### src/rtl/i2c_cond_detect.sv
module i2c_cond_detect #(
  parameter int STD_REL  = 26,
  parameter int STD_SU   = 13,
  parameter int STD_HD   = 13,
  parameter int FAST_REL = 4,
  parameter int FAST_SU  = 2,
  parameter int FAST_HD  = 2,
  parameter int SYNC     = 2
) (
  input  logic clk,
  input  logic rst_n,
  input  logic scl_in,
  input  logic sda_in,
  input  logic fast_mode,
  input  logic master_mode,
  input  logic irq_ack,
  output logic start_pulse,
  output logic stop_pulse,
  output logic bus_busy,
  output logic irq
);
  localparam int M_A  = STD_REL > STD_SU ? STD_REL : STD_SU;
  localparam int M_B  = STD_HD > FAST_REL ? STD_HD : FAST_REL;
  localparam int M_C  = FAST_SU > FAST_HD ? FAST_SU : FAST_HD;
  localparam int M_AB = M_A > M_B ? M_A : M_B;
  localparam int MAXT = M_AB > M_C ? M_AB : M_C;
  localparam int CW   = $clog2(MAXT + 2) + 1;

  logic [SYNC-1:0] scl_sh, sda_sh;
  logic            sda_d;
  logic [CW-1:0]   rel_cnt, su_cnt, hd_cnt;
  logic            pend, pend_stop;

  wire scl_s    = scl_sh[SYNC-1];
  wire sda_s    = sda_sh[SYNC-1];
  wire sda_edge = sda_s ^ sda_d;

  wire [CW-1:0] rel_th = fast_mode ? CW'(FAST_REL) : CW'(STD_REL);
  wire [CW-1:0] su_th  = fast_mode ? CW'(FAST_SU)  : CW'(STD_SU);
  wire [CW-1:0] hd_th  = fast_mode ? CW'(FAST_HD)  : CW'(STD_HD);

  wire qual      = scl_s && sda_edge && (rel_cnt > rel_th) && (su_cnt > su_th);
  wire hold_done = pend && scl_s && !sda_edge && (hd_cnt == hd_th);

  always_ff @(posedge clk or negedge rst_n) begin
    if (!rst_n) begin
      scl_sh <= '1;
      sda_sh <= '1;
      sda_d  <= 1'b1;
    end else begin
      scl_sh <= {scl_sh[SYNC-2:0], scl_in};
      sda_sh <= {sda_sh[SYNC-2:0], sda_in};
      sda_d  <= sda_s;
    end
  end

  always_ff @(posedge clk or negedge rst_n) begin
    if (!rst_n) begin
      rel_cnt <= '0;
      su_cnt  <= '0;
    end else begin
      if (!scl_s)              rel_cnt <= '0;
      else if (rel_cnt != '1)  rel_cnt <= rel_cnt + 1'b1;
      if (sda_edge)            su_cnt  <= '0;
      else if (su_cnt != '1)   su_cnt  <= su_cnt + 1'b1;
    end
  end

  always_ff @(posedge clk or negedge rst_n) begin
    if (!rst_n) begin
      pend      <= 1'b0;
      pend_stop <= 1'b0;
      hd_cnt    <= '0;
    end else if (qual) begin
      pend      <= 1'b1;
      pend_stop <= sda_s;
      hd_cnt    <= '0;
    end else if (pend) begin
      if (!scl_s || sda_edge || hold_done) pend <= 1'b0;
      else                                 hd_cnt <= hd_cnt + 1'b1;
    end
  end

  always_ff @(posedge clk or negedge rst_n) begin
    if (!rst_n) begin
      start_pulse <= 1'b0;
      stop_pulse  <= 1'b0;
      bus_busy    <= 1'b0;
      irq         <= 1'b0;
    end else begin
      start_pulse <= hold_done && !pend_stop;
      stop_pulse  <= hold_done && pend_stop;
      if (hold_done) bus_busy <= !pend_stop;
      if (hold_done && pend_stop && !master_mode) irq <= 1'b1;
      else if (irq_ack)                           irq <= 1'b0;
    end
  end
endmodule

### config.mk
export PLATFORM = sky130hd
export DESIGN_NAME = i2c_cond_detect
export DESIGN_NICKNAME = d
export VERILOG_FILES = /design/src/rtl/i2c_cond_detect.sv
export SDC_FILE = /design/constraint.sdc
export NUM_CORES = 1
export LEC_CHECK = 0
export BUFFER_PORTS_ARGS = -buffer_cell sky130_fd_sc_hd__buf_2
export CORE_ASPECT_RATIO = 1.5
export CORE_MARGIN = 2
export CORE_UTILIZATION = 52
export CTS_CLUSTER_DIAMETER = 50
export DETAILED_ROUTE_END_ITERATION = 12
export HOLD_SLACK_MARGIN = 0.12
export PLACE_DENSITY = 0.73
export SETUP_SLACK_MARGIN = 0.05
export SYNTH_ARGS = -nofsm -noshare
export SYNTH_HDL_FRONTEND = slang
export SYNTH_SLANG_ARGS = --single-unit
### constraint.sdc
create_clock -name clk -period 1.7 [get_ports clk]
set_clock_uncertainty 0.05 [all_clocks]
set_input_delay 0.085 -clock clk [delete_from_list [all_inputs] [get_ports clk]]
set_output_delay 0.085 -clock clk [all_outputs]
set_load 0.01 [all_outputs]
# --- Word-level counts from Yosys, hierarchy flattened ---
# Index checks and enable logic that the tools add are counted.
word_totals:
  output_inout_bits: 4
  latch_bits: 0
  elab_cells: 56
  mem_bits_rw: 0
  mem_bits_ro: 0
  inputBits: 7
  n_memories: 0
  reg_bits: 29
op_classes:
  n_mux: 14
  n_lt_le_gt_ge: 2
  multipliers: 0
  n_bitwise: 1
  div: 0
  n_shift: 0
  reduce_logical: 19
  n_addsub: 3
  n_eq_ne: 5
ops:
  columns: ["cell", "count"]
  rows:
  - ["2-to-1 mux 6 bit", 7]
  - ["adder 6 x 1 -> 6 bit, second input constant", 3]
  - ["inequality test 6 bit, second input constant", 2]
  - ["logical AND 1 bit", 9]
  - ["equality test 6 x 4 -> 1 bit", 1]
  - ["> comparator 6 x 4 -> 1 bit", 1]
  - ["> comparator 6 x 5 -> 1 bit", 1]
  - ["nonzero test 2 bit", 3]
  - ["2-to-1 mux 1 bit", 5]
  - ["2-to-1 mux 5 bit", 1]
  - ["zero test 1 bit", 4]
  - ["2-to-1 mux 4 bit", 1]
  - ["logical OR 1 bit", 2]
  - ["inequality test 2 x 1 -> 1 bit, second input constant", 1]
  - ["inequality test 2 bit, second input constant", 1]
  - ["AND reduction 2 bit", 1]
  - ["bitwise XOR 1 bit", 1]

# --- Logic depth before layout (Yosys ltp) ---
# Gate-level depths: netlist of the first run.
depth:
  depth_word: 8
  mapped_depth: 8
  depth_no_buf: 7

# --- Worst setup path before layout of the first run ---
# No wires, ideal clock.
synth_timing:
  path_type: "register to register"
  startpoint: "register su_cnt[3]"
  endpoint: "register pend_stop"
  path_slack_ns: -0.216
  n_path_buf: 1
  setup_time_ns: 0.125
  stages_incl_launch_ff: 7
  t_required_ns: 1.525
  arrival_time_ns: 1.741
  period_less_slack_ns: 1.916
  cell_sequence: "dfrtp_1 > ha_1 > a2111oi_2 > a21oi_1 > and3_1 > buf_6 > mux2_4"
synth_via:
  elab_chain_len: 2
synth_lines:
  columns: ["element", "line_no", "source"]
  rows:
  - ["start, declared", "31", "logic [CW-1:0] rel_cnt, su_cnt, hd_cnt;"]
  - ["start signal, assigned", "65", "else if (su_cnt != '1) su_cnt <= su_cnt + 1'b1;"]
  - ["> comparator 6 x 4 -> 1 bit", "42", "wire qual = scl_s && sda_edge && (rel_cnt > rel_th) && (su_cnt > su_th);"]
  - ["logical AND 1 bit", "42", null]
  - ["end signal, assigned", "76", "pend_stop <= sda_s;"]
  - ["end, declared", "32", "logic pend, pend_stop;"]
# No other way between the ends.
# A chain may end at the register's enable or synchronous reset.

# --- Worst setup path after layout of the first run ---
layout_timing:
  startpoint: "register su_cnt[1]"
  endpoint: "register pend_stop"
# The elaborated chain is that of the path after synthesis.

==> results.cfg, run 1 <==
[run_status]
status = finished, violations left
violations = negative setup slack

[drt]
vias = 1143
drcViolationCount = 0
viasPerCell = 5.42
drtIter0Drc = 35
routed_wirelength_um = 2950
ant_nets = 0
wl_per_cell_um = 14.0
dr.pass1.iters = 4

[worst_setup_path]
path_max_fanout = 3
cpPeakStageDelay_ns = 0.38
startpoint = su_cnt[1]
crit_arrival_ns = 1.84
cp-start-kind = flip-flop
endpoint_kind = flip-flop
crit_required_ns = 1.82
critPathSlowestCell = dfrtp_1
reg2reg_from = su_cnt[1]
path_cells = ha_1 -> nor2b_1 -> o211ai_1 -> a21oi_1 -> and3_4 -> mux2_4
crit_type = reg2reg

[timing]
timing.fmax_mhz = 580
period_needed_ns = 1.72
timing.final.ws_setup_ns = -0.0233
tightestPinTransition_ns = 0.642
slew_headroom_pct = 57.2
setup_viol = 1
finalCritPeriodShare_pct = 101
rsz0062_at_grt = true
maxSlewViolCount = 0
final_hold_viol_count = 0

[synth]
ys_warn_count = 0
avgSynthCellArea_um2 = 10.7
synth_top_cell_by_area = dfrtp_1
syn-num-nets = 155
syn_area_um2 = 1460
ys_types = 35
syn_inst = 137
ys_seq_area_share_pct = 50.1
synth_top_cells_by_area = dfrtp_1, ha_1, dfstp_2
synth_top_area_share_pct = 41.1
ys_ff_latch = 29

[final_layout]
num_antenna_cells = 0
final_common_cell = dfrtp_1
synthToLayoutAreaGrowth_pct = 31.4
fin_nets = 191
final_area_um2 = 1920
drive_above_1_share_pct = 32.2
final_cell_mix = dfrtp_1, buf_4, nor2_1, buf_2

[placed_design]
dp_slack_ns = -0.0419
place_area_um2 = 1680
dp_hpwl_um = 2040
place.gp.congestion = 0.794
io_buffers = 10

[pwr]
internal-power_mw = 1.43
leakagePower_nw = 0.929
p_seq_share_pct = 41.9
sw_frac_of_total_pct = 22.4
p_sw_uw = 413
peakVddDrop_mv = 0.976
power.density_nw_per_um2 = 958
pwr-share-comb_pct = 11.7
clkPwrFrac_pct = 46.4

[clock_tree]
clk_latency_ns = 0.29
numCtsBuffers = 5
clock-sinks = 29
clkSlewWorstSetupHoldPaths_ns = 0.07
cts_buffer_depth = 2
h-tree-depth = 2
cts_tree = yes
root_buffer = clkbuf_8

[floorplanning]
row_count = 23
pin_count = 11
die_w_um = 47.3
start_util_pct = 54.6
fp.coreArea_um2 = 2680
dieHeight_um = 68.9
dieArea_um2 = 3260

[global_route]
grt_pass1_wl_um = 4770
antenna_found_initial = 0
grt_usage_pct = 22.0
grt_max_degree = 30
gr-total-overflow = 0
grt_pass1_vias = 1161

[hold_path]
hold_path_class = in2async

[run]
maxCapViolCount = 0
[critical path: cells and delay by family, from the launching register on]
| kind | cells | cell delay [ns] |
|---|---|---|
| flip-flops | 1 | 0.38 |
| AO/OA/AOI/OAI | 2 | 0.25 |
| adder cells (fa/ha/maj) | 1 | 0.30 |
| AND/OR/NAND/NOR | 2 | 0.35 |
| multiplexers | 1 | 0.29 |
[synth_stat cells]
| cell type | n |
|---|---|
| a21o_1 | 1 |
| xor2_2 | 1 |
| nor3b_1 | 1 |
| and3_1 | 6 |
| a2111oi_2 | 1 |
| o21ai_0 | 7 |
| dfrtp_1 | 24 |
| mux2_2 | 1 |
| nor3_1 | 5 |
| or2_2 | 2 |
| o32ai_1 | 1 |
| or3_1 | 1 |
| nand2_2 | 1 |
| buf_6 | 1 |
| o211a_1 | 1 |
| nand2_1 | 5 |
| nor2_1 | 14 |
| o211ai_1 | 1 |
| clkbuf_1 | 1 |
| nand3_2 | 1 |
| ha_1 | 11 |
| nand3_1 | 7 |
| nand4_1 | 7 |
| nor2b_1 | 2 |
| a31oi_1 | 5 |
| a21oi_1 | 3 |
| nor2_4 | 1 |
| mux2i_1 | 2 |
| a211oi_1 | 2 |
| dfstp_2 | 5 |
| xnor2_1 | 1 |
| inv_1 | 8 |
| and2_1 | 1 |
| xor2_1 | 5 |
| mux2_4 | 1 |
[cell type report]
cell class              count  area, µm²
clock buffers               5       68.8
clock inverters             3       65.1
fillers                   194        758
inverters                   8       30.0
multi-input cells          98        754
flip-flops and latches     29        733
well taps                  37       46.3
repair buffers             31        220
[final timing paths]
path	endpoint	slack, ns	cells past startpoint
worst min-delay path	su_cnt[3]	0.31	2
max in group asynchronous	hd_cnt[0]	0.84	2
worst min register to register	scl_sh[1]	0.31	0
min in group clk	scl_sh[1]	0.31	0
worst max register to register	pend_stop	-0.02	6
worst max-delay path	pend_stop	-0.02	6
[power groups by stage]
stage | Combinational (mW) | Clock [mW] | Sequential (mW)
after floorplan | 0.108 | 0 | 0.777
after global placement | 0.177 | 0 | 0.779
after detailed placement | 0.186 | 0 | 0.780
after CTS | 0.206 | 0.862 | 0.769
after global routing | 0.247 | 0.884 | 0.773
final | 0.216 | 0.852 | 0.770
[registers in the layout, summed over array words and instances, names as in the netlist]
register     count
bus_busy         1
su_cnt           6
stop_pulse       1
pend_stop        1
pend             1
rel_cnt          6
start_pulse      1
irq              1
hd_cnt           6
sda_sh           2
sda_d            1
scl_sh           2
[timing repair]
item / 4_1_cts / 5_1_grt
gates resized for setup: 4 / 5
cloned: 0 / 0
hold buffers: 5 / 0
endpoints found under the hold margin: 27 / 0
setup endpoints to repair: 8 / 13
setup buffers: 2 / 0
pin swaps: 0 / 4
[kinds of logic after synthesis]
family / share of synthesized area, %
AND/OR/NAND/NOR: 19.5
flip-flops: 50.1
AO/OA/AOI/OAI: 9.94
adder cells (fa/ha/maj): 9.43
buffers and inverters: 3.08
XOR/XNOR: 4.71
multiplexers: 3.17
[through the flow]
step | power, mW | TNS [ns] | cells | hold slack, ns | utilization [%]
after floorplan | 0.885 | -0.127 | 137 | -0.261 | -
after global placement | 0.957 | 0 | 196 | 0.0781 | 62.9
after detailed placement | 0.967 | -0.0824 | 196 | 0.0878 | 62.9
after CTS | 1.84 | -0.0206 | 211 | 0.311 | 70.9
after global routing | 1.90 | -0.244 | 211 | 0.318 | 71.7
final | 1.84 | -0.0233 | 211 | 0.308 | 71.7
[per-layer routing]
metal  wire length (µm)  GRT usage (%)  share of wire [%]
met2               1590           39.4                 54
met5                  0              0                  0
met1               1190           21.7                 40
met3                 91           6.25                3.1
met4                 75           11.8                2.5
Power figures use the tool's default switching activity.
==> inputs of run 2 (changes only) <==
Settings changed: PLACE_DENSITY 0.73 to 0.79.
==> run 2 against run 1 <==
Compared with the run above:
- the run still ends with negative setup slack left
- non-clock buffer count grew 2
- worst hold slack worse by 0.011 ns
- global-route usage about the same
- largest cell class unchanged
- die area unchanged
- fmax barely moved
- critical path depth stayed put
- cell count increased by 0.95%
- utilization increased by 1.1 points
- combinational power grew 3%
- wire length rose by 7.8%
==> results.cfg, run 2 (synthesized netlist as in run 1, its figures left out) <==
[worst_setup_path]
r2r_cells = 6
crit_type = reg2reg
cpPeakStageDelay_ns = 0.41
path_cells = ha_4 -> nor2b_2 -> o211ai_1 -> a21oi_1 -> and3_4 -> mux2_4
crit_required_ns = 1.82
ff2ff_setup_slack_ns = -0.02
critPathSlowestCell = dfrtp_1
r2r-end = pend_stop
reg2reg_from = su_cnt[1]
endpoint_kind = flip-flop
cp-start-kind = flip-flop
path_max_fanout = 3
crit_arrival_ns = 1.84

[clock_tree]
numCtsBuffers = 5
cts_tree = yes
root_buffer = clkbuf_8
clock-sinks = 29
h-tree-depth = 2
clk_latency_ns = 0.28
cts_buffer_depth = 2
clkSlewWorstSetupHoldPaths_ns = 0.07

[timing]
finalCritPeriodShare_pct = 101
setup_tns_ns = -0.0226
whs_ns = 0.297
maxSlewViolCount = 0
tightestPinTransition_ns = 0.641
setup_viol = 1
rsz0062_at_grt = true
final_hold_viol_count = 0
timing.fmax_mhz = 581
timing.final.ws_setup_ns = -0.0226
slew_headroom_pct = 57.3
period_needed_ns = 1.72

[final_layout]
final_cell_mix = dfrtp_1, buf_4, nor2_1, buf_2, inv_1
fin_util_pct = 72.7
drive_above_1_share_pct = 36.9
final_common_cell = dfrtp_1
fin_nets = 193
top_regs = hd_cnt x6, rel_cnt x6, su_cnt x6
num_antenna_cells = 0
synthToLayoutAreaGrowth_pct = 33.3

[floorplanning]
start_util_pct = 54.6
dieArea_um2 = 3260
pin_count = 11
fp.coreArea_um2 = 2680
die_w_um = 47.3
dieHeight_um = 68.9
row_count = 23

[global_route]
grt-busiest-layer = met2
grt_util_met2_pct = 36.8
grt_pass1_wl_um = 4950
use_met1_pct = 25.2
grt_max_degree = 30
antenna_found_initial = 0
use_met3_pct = 5.73
grt_pass1_vias = 1149
grt_usage_pct = 22.0
gr-total-overflow = 0

[placed_design]
dp_hpwl_um = 2150
place.gp.congestion = 0.826
io_buffers = 10

[pwr]
pwr-share-comb_pct = 12.9
peakVddDrop_mv = 0.833
sw_frac_of_total_pct = 23.2
clkPwrFrac_pct = 42.3
p_seq_share_pct = 44.8
leakagePower_nw = 0.939
power.density_nw_per_um2 = 886
p_sw_uw = 400
internal-power_mw = 1.32

[drt]
viasPerCell = 5.62
drcViolationCount = 0
routed_wirelength_um = 3180
dr.pass1.iters = 4
wl_per_cell_um = 14.9
vias = 1198
ant_nets = 0
drtIter0Drc = 35

[run]
maxCapViolCount = 0

[hold_path]
min_from = scl_sh[0]
hold_end = scl_sh[1]
hold_depth = 0
hold_path_class = reg2reg

[run_status]
status = finished, violations left
violations = negative setup slack
[run 2: per-stage QoR]
step           std cells  area, µm²  power (mW)  worst slack, ns
2_1_floorplan        137       1500       0.885          -0.0737
3_3_place_gp         197       1690       0.959         -0.00101
3_5_place_dp         197       1690       0.971           -0.117
4_1_cts              211       1890        1.72          -0.0221
5_1_grt              213       1950        1.80          -0.0826
6_report             213       1950        1.72          -0.0226
[run 2: routing by layer]
layer  vias up  wire length, µm
met3         9              106
met4         0               83
li1        564                -
met5         -                0
met1       591             1230
met2        34             1760
[run 2: final cells by class]
cell class	count	area [µm²]
repair buffers	33	235
flip-flops and latches	29	733
clock buffers	7	86.3
well taps	37	46.3
fillers	180	729
inverters	8	30.0
clock inverters	1	30.0
multi-input cells	98	786
[run 2: repair_timing]
item,CTS,global route
setup endpoints to repair,8,13
pin swaps,5,3
gates resized for setup,5,10
hold endpoints to repair,27,0
buffers inserted,1,2
hold buffers,5,0
[run 2: worst max path at each step]
stage                     end  slack [ns]  depth (start not counted)      start
finish              pend_stop       -0.02                          6  su_cnt[1]
global route        pend_stop       -0.08                          7  su_cnt[0]
CTS                 pend_stop       -0.02                          6  su_cnt[3]
detailed placement  pend_stop       -0.12                          6  su_cnt[3]
global placement    pend_stop      -0.001                          5  su_cnt[3]
floorplan           pend_stop       -0.07                          6  su_cnt[3]
[run 2: power by group through the flow]
stage	sequential, mW	combinational (mW)	clock (mW)
after floorplan	0.777	0.108	0
after global placement	0.779	0.180	0
after detailed placement	0.780	0.191	0
after CTS	0.770	0.208	0.740
after global routing	0.778	0.252	0.772
final	0.773	0.222	0.729
[run 2: worst max-delay path: cells and delay by family, from the launching register on]
family,cells,cell delay [ns]
AO/OA/AOI/OAI,2,0.23
adder cells (fa/ha/maj),1,0.28
multiplexers,1,0.29
AND/OR/NAND/NOR,2,0.34
flip-flops,1,0.41
==> inputs of run 3 (changes only) <==
Settings changed: ABC_AREA set to 1, CORE_UTILIZATION 52 to 54, HOLD_SLACK_MARGIN 0.12 to 0.08, PLACE_DENSITY 0.79 to 0.81.
==> run 3 against run 2 <==
Compared with the run above:
- the run now ends clean
- synthesized cell count up 40%
- register-to-register slack gained 0.20 ns
- cell count increased by 20%
- non-clock buffer count down 15
- setup slack improved by 0.20 ns
- critical endpoint is now hd_cnt[2]
- global-route usage shrank 2.5 points
- sequential share of layout area increased by 0.23 points
- utilization is 7.1 points lower
- sequential cell count unchanged
- total power decreased by 5.5%
- wire length is 7.2% lower
==> results.cfg, run 3 <==
[pwr]
power.density_nw_per_um2 = 844
peakVddDrop_mv = 0.696
leakagePower_nw = 1.05

[worst_setup_path]
crit_arrival_ns = 1.65
crit_required_ns = 1.82
cp-start-kind = flip-flop
r2r_cells = 6
r2r-end = hd_cnt[2]
reg2reg_from = su_cnt[3]
ff2ff_setup_slack_ns = 0.17
path_max_fanout = 8
crit_type = reg2reg
endpoint_kind = flip-flop

[drt]
wl_per_cell_um = 11.5
routed_wirelength_um = 2950
drcViolationCount = 0
vias = 1270
drtIter0Drc = 31
dr.pass1.iters = 4
viasPerCell = 4.96
ant_nets = 0

[final_layout]
synthToLayoutAreaGrowth_pct = 15.1
drive_above_1_share_pct = 24.9
layoutNonFillerInstCount = 256
fin_nets = 234
final_common_cell = inv_1
top_regs = hd_cnt x6, rel_cnt x6, su_cnt x6
num_antenna_cells = 0
final_cell_mix = inv_1, nand2_1, dfrtp_1, nor2_1, nand3_1
final_area_um2 = 1930
fin_util_pct = 65.6

[hold_path]
hold_path_class = in2async

[clock_tree]
clkSlewWorstSetupHoldPaths_ns = 0.06
numCtsBuffers = 5
cts_tree = yes
root_buffer = clkbuf_8
clock-sinks = 29
clk_latency_ns = 0.28
h-tree-depth = 2
cts_buffer_depth = 2

[timing]
timing.fmax_mhz = 655
setup_viol = 0
slew_headroom_pct = 58.2
whs_ns = 0.306
maxSlewViolCount = 0
final_hold_viol_count = 0
setup_tns_ns = 0
finalCritPeriodShare_pct = 89.8
rsz0062_at_grt = true
period_needed_ns = 1.53
tightestPinTransition_ns = 0.627

[placed_design]
dp_cells = 240
place_area_um2 = 1760
dp_hpwl_um = 2200
place.gp.congestion = 0.789
io_buffers = 10

[synth]
syn-num-nets = 210
synth_edf_count = 0
ys_seq_area_share_pct = 43.6
synth_most_common_cell = inv_1
synth_top_cells_by_area = dfrtp_1, ha_1, dfstp_2
ys_warn_count = 0
synth_ff_type = dfrtp_1
synthArstFlopShare_pct = 100
syn_inst = 192
avgSynthCellArea_um2 = 8.75
ys_types = 32
syn_area_um2 = 1680
ys_ff_latch = 29
synth_top_cell_by_area = dfrtp_1
synth_commonest_cells = inv_1, nand2_1, nor2_1, dfrtp_1, nand3_1
synth_top_area_share_pct = 35.8

[floorplanning]
fp.coreArea_um2 = 2940
dieArea_um2 = 3580
start_util_pct = 57.1
pin_count = 11
dieHeight_um = 72.3
row_count = 24
die_w_um = 49.5

[run_status]
status = complete, no violations

[global_route]
gr-total-overflow = 0
antenna_found_initial = 0
grt_max_degree = 30
grt_usage_pct = 19.5
grt_pass1_wl_um = 5330
grt_pass1_vias = 1273

[run]
maxCapViolCount = 0
==> run 3: layout make-up <==
type | instances | area [µm²]
Sequential cell | 29 | 732
Timing Repair Buffer | 18 | 123
Clock inverter | 3 | 17.5
Clock buffer | 5 | 68.8
Multi-Input combinational cell | 128 | 810
Inverter | 34 | 133
Tap cell | 39 | 48.8
Fill cell | 257 | 1010
==> run 3: critical path: stages (launching register included) <==
cell and delay (ns):
dfrtp_1 0.40, ha_1 0.30, nand3_1 0.11, o21ai_1 0.25, nand3_4 0.16, nand2_1 0.11
nor2_2 0.03
==> run 3: how the worst max path moves through the flow <==
| stage | startpoint | end |
|---|---|---|
| floorplan | rel_cnt[4] | hd_cnt[4] |
| global placement | rel_cnt[4] | hd_cnt[5] |
| detailed placement | rel_cnt[4] | hd_cnt[2] |
| CTS | rel_cnt[4] | hd_cnt[2] |
| global route | su_cnt[2] | hd_cnt[5] |
| finish | su_cnt[3] | hd_cnt[2] |
==> run 3: metal layers <==
layer	vias to the layer above	GRT usage, %	share of wire, %
li1	665	-	-
met1	581	20.9	42
met2	18	36.1	54
met3	6	4.94	3.1
met4	0	7.41	1.6
met5	-	0	0
==> run 3: what timing repair did <==
action / CTS / global route
gates resized for setup: 0 / 4
endpoints found under the hold margin: 27 / 0
hold buffers: 5 / 0
setup endpoints to repair: 0 / 7
setup buffers: 0 / 3
==> run 3: report_power, final <==
group | leakage (nW) | switching [mW] | total (mW) | internal, mW
clock | 0.0439 | 0.256 | 0.538 | 0.281
sequential | 0.356 | 0.0520 | 0.799 | 0.747
combinational | 0.652 | 0.183 | 0.294 | 0.111
==> run 3: through the flow <==
step	setup WS (ns)	power, mW
after detailed placement	0.105	1.09
after global routing	0.0488	1.73
after global placement	0.145	1.09
after floorplan	0.272	1.02
after CTS	0.0903	1.65
final	0.173	1.63
==> run 3: logic make-up (layout without fill, tap and decap cells) <==
| group | Yosys count | in the layout | synth area share [%] |
|---|---|---|---|
| compound gates | 19 | 19 | 6.48 |
| simple gates | 95 | 95 | 31.4 |
| flops | 29 | 29 | 43.6 |
| fa+ha+maj | 11 | 11 | 8.20 |
| xor+xnor | 3 | 3 | 1.57 |
| buf+inv | 35 | 60 | 8.79 |
